--- src/rtl/sba_pkg.sv ---
// Package: shared constants for the serial byte aligner.
// Assumes byte-oriented SONET/SDH framing with one A1 and one A2 code.
package sba_pkg;
    localparam int          BYTE_W  = 8;
    localparam logic [7:0]  A1_CODE = 8'hF6;
    localparam logic [7:0]  A2_CODE = 8'h28;
endpackage

--- src/rtl/sba_window.sv ---
// Module: sba_window
// Keeps the last WIN_W-1 serial bits and presents a WIN_W-bit window whose
// LSB is the bit currently on the input. Assumes one bit per clock.
module sba_window #(
    parameter int WIN_W = 16
) (
    input  logic             clk,
    input  logic             rst_n,
    input  logic             din,
    output logic [WIN_W-1:0] win
);
    logic [WIN_W-2:0] hist_q;

    // Purpose: shift the newest bit into the history, oldest bit falls off the top.
    always_ff @(posedge clk) begin
        if (!rst_n) hist_q <= '0;
        else        hist_q <= {hist_q[WIN_W-3:0], din};
    end

    // Purpose: window including the bit being sampled at this edge.
    always_comb win = {hist_q, din};
endmodule

--- src/rtl/sba_phase_gen.sv ---
// Module: sba_phase_gen
// Counts bit positions inside a byte, flags the edge that completes a byte
// and derives the divided parallel clock. A relock restarts the count so the
// next byte ends BYTE_W bits later; the clock is never cut short.
module sba_phase_gen #(
    parameter int BYTE_W = 8
) (
    input  logic clk,
    input  logic rst_n,
    input  logic relock,
    output logic emit,
    output logic par_clk
);
    localparam int PH_W = $clog2(BYTE_W);
    localparam logic [PH_W-1:0] PH_LAST = PH_W'(BYTE_W - 1);
    localparam logic [PH_W-1:0] PH_RISE = PH_W'(BYTE_W / 2 - 1);

    logic [PH_W-1:0] ph_q;

    // Purpose: this edge completes a byte on the current boundary.
    always_comb emit = (ph_q == PH_LAST);

    // Purpose: advance the bit position, restart on byte end or relock.
    always_ff @(posedge clk) begin
        if (!rst_n)              ph_q <= '0;
        else if (emit || relock) ph_q <= '0;
        else                     ph_q <= ph_q + 1'b1;
    end

    // Purpose: parallel clock falls with each byte and rises at mid-byte.
    always_ff @(posedge clk) begin
        if (!rst_n)                par_clk <= 1'b0;
        else if (emit)             par_clk <= 1'b0;
        else if (ph_q == PH_RISE)  par_clk <= 1'b1;
    end
endmodule

--- src/rtl/sba_a2_tracker.sv ---
// Module: sba_a2_tracker
// Follows the framing bytes on the emitted byte stream and raises a pulse,
// aligned with the emitted byte, on the TARGET-th A2 after an A1 while the
// out-of-frame request is high. A relock counts its own A2 as the first.
module sba_a2_tracker
    import sba_pkg::*;
#(
    parameter int TARGET = 3
) (
    input  logic              clk,
    input  logic              rst_n,
    input  logic              emit,
    input  logic              relock,
    input  logic              oof,
    input  logic [BYTE_W-1:0] byte_in,
    output logic              pulse
);
    localparam int CNT_W = $clog2(TARGET + 1);
    localparam logic [CNT_W-1:0] CNT_TOP  = CNT_W'(TARGET);
    localparam logic [CNT_W-1:0] CNT_PREV = CNT_W'(TARGET - 1);

    logic [CNT_W-1:0] cnt_q;
    logic             after_a1_q;
    logic             a2_counts;

    // Purpose: an A2 byte extends the run only after A1 or a counted A2.
    always_comb a2_counts = (byte_in == A2_CODE) && (after_a1_q || cnt_q != '0);

    // Purpose: run counter and A1 marker, updated per emitted byte or relock.
    always_ff @(posedge clk) begin
        if (!rst_n) begin
            cnt_q      <= '0;
            after_a1_q <= 1'b0;
        end else if (emit) begin
            if (byte_in == A1_CODE) begin
                cnt_q      <= '0;
                after_a1_q <= 1'b1;
            end else if (a2_counts) begin
                if (cnt_q != CNT_TOP) cnt_q <= cnt_q + 1'b1;
                after_a1_q <= 1'b0;
            end else begin
                cnt_q      <= '0;
                after_a1_q <= 1'b0;
            end
        end else if (relock) begin
            cnt_q      <= CNT_W'(1);
            after_a1_q <= 1'b0;
        end
    end

    // Purpose: pulse lasts exactly one byte period, gated by the request.
    always_ff @(posedge clk) begin
        if (!rst_n)    pulse <= 1'b0;
        else if (emit) pulse <= oof && a2_counts && (cnt_q == CNT_PREV);
    end
endmodule

--- src/rtl/sonet_byte_aligner.sv ---
// Module: sonet_byte_aligner (top)
// Serial-to-parallel converter with framing-driven byte alignment.
// Assumes a clean recovered clock and data; rst_n is synchronous, active low.
// All outputs are registers in the bit clock domain and move together on the
// edge where par_clk falls.
module sonet_byte_aligner
    import sba_pkg::*;
#(
    parameter int A2_TARGET = 3
) (
    input  logic              bit_clk,
    input  logic              rst_n,
    input  logic              ser_in,
    input  logic              oof_req,
    output logic [BYTE_W-1:0] par_data,
    output logic              par_clk,
    output logic              frame_pulse
);
    localparam int WIN_W = 2 * BYTE_W;

    logic [WIN_W-1:0] win;
    logic             emit;
    logic             relock;

    sba_window #(.WIN_W(WIN_W)) u_window (
        .clk   (bit_clk),
        .rst_n (rst_n),
        .din   (ser_in),
        .win   (win)
    );

    // Purpose: framing pair ends at this bit while hunting is requested.
    always_comb relock = oof_req && (win == {A1_CODE, A2_CODE});

    sba_phase_gen #(.BYTE_W(BYTE_W)) u_phase (
        .clk     (bit_clk),
        .rst_n   (rst_n),
        .relock  (relock),
        .emit    (emit),
        .par_clk (par_clk)
    );

    sba_a2_tracker #(.TARGET(A2_TARGET)) u_track (
        .clk     (bit_clk),
        .rst_n   (rst_n),
        .emit    (emit),
        .relock  (relock),
        .oof     (oof_req),
        .byte_in (win[BYTE_W-1:0]),
        .pulse   (frame_pulse)
    );

    // Purpose: load a completed byte onto the bus, hold it otherwise.
    always_ff @(posedge bit_clk) begin
        if (!rst_n)    par_data <= '0;
        else if (emit) par_data <= win[BYTE_W-1:0];
    end
endmodule

--- config.mk ---
export PLATFORM = sky130hd
export DESIGN_NAME = sonet_byte_aligner
export DESIGN_NICKNAME = d
export VERILOG_FILES = /design/src/rtl/sba_pkg.sv /design/src/rtl/sba_window.sv /design/src/rtl/sba_phase_gen.sv /design/src/rtl/sba_a2_tracker.sv /design/src/rtl/sonet_byte_aligner.sv
export SDC_FILE = /design/constraint.sdc
export NUM_CORES = 1
export LEC_CHECK = 0
export ABC_CLOCK_PERIOD_IN_PS = 2300
export BUFFER_PORTS_ARGS = -buffer_cell sky130_fd_sc_hd__buf_2
export CAP_MARGIN = 10
export CORE_ASPECT_RATIO = 1.4
export CORE_UTILIZATION = 45
export CTS_CLUSTER_SIZE = 20
export DETAILED_ROUTE_END_ITERATION = 8
export PLACE_DENSITY = 0.73
export SLEW_MARGIN = 20
export SYNTH_ARGS = -nofsm -noshare
export SYNTH_HDL_FRONTEND = slang
export SYNTH_SLANG_ARGS = --single-unit
--- constraint.sdc ---
create_clock -name bit_clk -period 2.3 [get_ports bit_clk]
set_input_delay 0.69 -clock bit_clk [delete_from_list [all_inputs] [get_ports bit_clk]]
set_output_delay 0.69 -clock bit_clk [all_outputs]
set_load 0.02 [all_outputs]
==> results_dict.tcl <==
set metrics [dict create \
    floorplan.die.height_um 61.2 \
    leakagePower_nw 0.527 \
    synth.yosys.seq_area_share 0.550 \
    rsz0062_at_grt "no" \
    timing.final.crit_share 0.764 \
    crit_required_ns 2.57 \
    clock_insertion_delay_worst_skew_ns 0.32 \
    core_area_mm2 0.00239 \
    gp_congestion 0.814 \
    cts_num_sinks 31 \
    syn2layout_area_growth_pct 13.7 \
    syn_avg_cell_area_um2 10.2 \
    crit_type "reg2reg" \
    grt_pass1_vias 818 \
    maxSlewHeadroom 0.725 \
    grt_antenna_before_repair 0 \
    dpl_cell_area_mm2 0.00123 \
    path_buf_inv 0 \
    initialDrtViolationCount 13 \
    finalHoldViolations 0 \
    power_density_mw_per_mm2 675 \
    num-nets-final 138 \
    io_pins 14 \
    min_path_cells 1 \
    final_layout_size_suffix_gt1_frac 0.178 \
    critPathLaunch "u_window.hist_q[0]" \
    synth_area_mm2 0.00113 \
    cts_post_setup_buffers_inserted 0 \
    startpoint_type "flip-flop" \
    port_buffers 13 \
    worst-path-max-fanout 4 \
    worstHoldStart "u_phase.ph_q[0]" \
    yosys_warnings 0 \
    drc_errors 0 \
    die_width_um 44.3 \
    detail_route.first_pass.iterations 4 \
    post_cts_hold_buffer_count 0 \
    maximum_root_to_sink_buffer_count 2 \
    setup_viol 0 \
    rr_endpoint "u_track.cnt_q[1]" \
    r2r.worst_path.cells 4 \
    timing.critical_path.slowest_stage_cell "sky130_fd_sc_hd__or4b_1" \
    cp_slowest_stage_delay_ns 0.55 \
    worstHoldEndpoint "u_phase.ph_q[0]" \
    ys_seq_elements 31 \
    grt_usage 0.182 \
    synth_cells 110 \
    final_max_tran_viols 0 \
    run_status "finished clean" \
    syn_nets 120 \
    wire_per_inst_um 12.5 \
    cp_data_arrival_time_ns 2.02 \
    ant_nets 0 \
    clock_tree.htree_level_count 2 \
    avgViaCountPerCell 4.80 \
    critical-path-top-delay-family "compound AO/OA/AOI/OAI gates" \
    gr-total-overflow 0 \
    post-route-min-period_ns 1.76 \
    tritoncts "done" \
    wirelength_mm 2.03 \
    grt_pass1_wl_mm 3.39 \
    fmax_mhz 569 \
    maxCapViolations 0 \
    cts_made_buffers 5 \
    worst_slew_pin_slew_ns 0.409 \
    cts-root-buf "sky130_fd_sc_hd__clkbuf_4" \
    yosys.cell_types.count 27 \
    hold_removal_path_class "reg2reg" \
    setup.reg_to_reg.worst_slack_ns 0.54 \
    cts-resized-gates 0 \
    initial_core_util 0.471 \
    count_of_antenna_diodes_in_the_layout 0 \
    mostFrequentLayoutCell "sky130_fd_sc_hd__dfxtp_1" \
    vdd.ir_drop.worst_v 0.000427 \
    commonest_cells_after_routing_fill_and_taps_aside "31 x sky130_fd_sc_hd__dfxtp_1, 16 x sky130_fd_sc_hd__nor2_1, 13 x sky130_fd_sc_hd__and2_1, 13 x sky130_fd_sc_hd__buf_2" \
    placement_rows 21 \
    r2r_path_start "u_window.hist_q[0]" \
    fin_hold_ws_ns 0.435 \
    detailroute.via_count 782 \
    hpwl_mm 1.49 \
    floorplan.die_area_mm2 0.00271 \
    clkTransAtPathRegs_ns 0.09 \
    finish.instance_area_mm2 0.00128 \
    grt_max_degree 18 \
    cp-end-kind "flip-flop" \
    p_total_w 0.000865 \
    cp_cell_sequence "or4b_1 > a2111o_1 > a211o_1 > o21ai_2" \
    timing.setup.tns_ns 0 \
    finClkSkew_ns 0.0115 \
]
==> synthesized netlist by cell type <==
| library cell | instances | area, µm² |
|---|---|---|
| sky130_fd_sc_hd__dfxtp_1 | 31 | 621 |
| sky130_fd_sc_hd__nor2_1 | 16 | 60.1 |
| sky130_fd_sc_hd__and2_1 | 13 | 81.3 |
| sky130_fd_sc_hd__inv_1 | 8 | 30.0 |
| sky130_fd_sc_hd__mux2i_1 | 8 | 80.1 |
| sky130_fd_sc_hd__ha_1 | 6 | 75.1 |
| sky130_fd_sc_hd__clkbuf_1 | 3 | 11.3 |
| sky130_fd_sc_hd__nand2_1 | 3 | 11.3 |
| sky130_fd_sc_hd__a21oi_1 | 2 | 10.0 |
| sky130_fd_sc_hd__nand2b_1 | 2 | 12.5 |
| sky130_fd_sc_hd__nand3_1 | 2 | 10.0 |
| sky130_fd_sc_hd__a2111o_1 | 1 | 11.3 |
| sky130_fd_sc_hd__a211o_1 | 1 | 8.76 |
| sky130_fd_sc_hd__a21o_1 | 1 | 7.51 |
| sky130_fd_sc_hd__a2bb2oi_1 | 1 | 8.76 |
| sky130_fd_sc_hd__and2_2 | 1 | 7.51 |
| sky130_fd_sc_hd__nand3b_1 | 1 | 7.51 |
| sky130_fd_sc_hd__nand4_1 | 1 | 6.26 |
| sky130_fd_sc_hd__nand4b_1 | 1 | 8.76 |
| sky130_fd_sc_hd__nor3_1 | 1 | 5.00 |
| sky130_fd_sc_hd__nor3b_1 | 1 | 7.51 |
| sky130_fd_sc_hd__nor4_1 | 1 | 6.26 |
| sky130_fd_sc_hd__o21ai_2 | 1 | 8.76 |
| sky130_fd_sc_hd__o22ai_1 | 1 | 6.26 |
| sky130_fd_sc_hd__o32ai_1 | 1 | 8.76 |
| sky130_fd_sc_hd__or2_2 | 1 | 6.26 |
| sky130_fd_sc_hd__or4b_1 | 1 | 10.0 |
==> layout make-up <==
type                            instances  area, µm²
Tap cell                               34       42.5
Clock buffer                            7       45.0
Multi-Input combinational cell         68        465
Fill cell                             226       1110
Sequential cell                        31        621
Timing Repair Buffer                   14       72.6
Inverter                                8       30.0
Clock inverter                          1       5.00
==> cells by family after synthesis <==
logic type                 after synthesis  share of synthesized area
adders and majority gates                6                     0.0666
buffers and inverters                   11                     0.0366
muxes                                    8                     0.0710
AOI/OAI and AO/OA                        9                     0.0622
DFF                                     31                      0.551
and+or+nand+nor                         45                      0.213
==> worst max-delay path by stage <==
stage / end / slack [ns] / depth (start not counted)
2_1_floorplan: u_track.cnt_q[1] / 0.66 / 4
3_3_place_gp: u_track.cnt_q[1] / 0.55 / 5
3_5_place_dp: u_track.cnt_q[1] / 0.50 / 5
4_1_cts: u_track.cnt_q[1] / 0.54 / 4
5_1_grt: u_track.cnt_q[0] / 0.45 / 3
6_report: u_track.cnt_q[1] / 0.54 / 4
==> sequential cells by signal, indices dropped and copies added (netlist names) <==
signal	count
u_window.hist_q	15
par_data	8
u_phase.ph_q	3
u_track.cnt_q	2
u_phase.par_clk	1
u_track.after_a1_q	1
u_track.pulse	1
==> metal layers <==
layer,part of all wire,vias to the layer above,GRT usage
met1,0.40,366,0.169
met4,0.022,0,0.117
met3,0.046,4,0.0733
met5,0,-,0
met2,0.53,16,0.324
li1,-,396,-
==> power breakdown <==
group	internal, W	total [W]	leakage (nW)	switching (W)
clock	0.000119	0.000286	0.0293	0.000167
sequential	0.000545	0.000550	0.251	0.00000497
combinational	0.0000109	0.0000294	0.247	0.0000185
total	0.000674	0.000865	0.527	0.000190
==> stage by stage <==
stage,util,cells,worst slack [ns]
4_1_cts,0.536,163,0.541
5_1_grt,0.536,163,0.452
3_3_place_gp,0.515,155,0.546
2_1_floorplan,-,110,0.657
3_5_place_dp,0.515,155,0.504
6_report,0.536,163,0.542
Power figures use the tool's default switching activity.
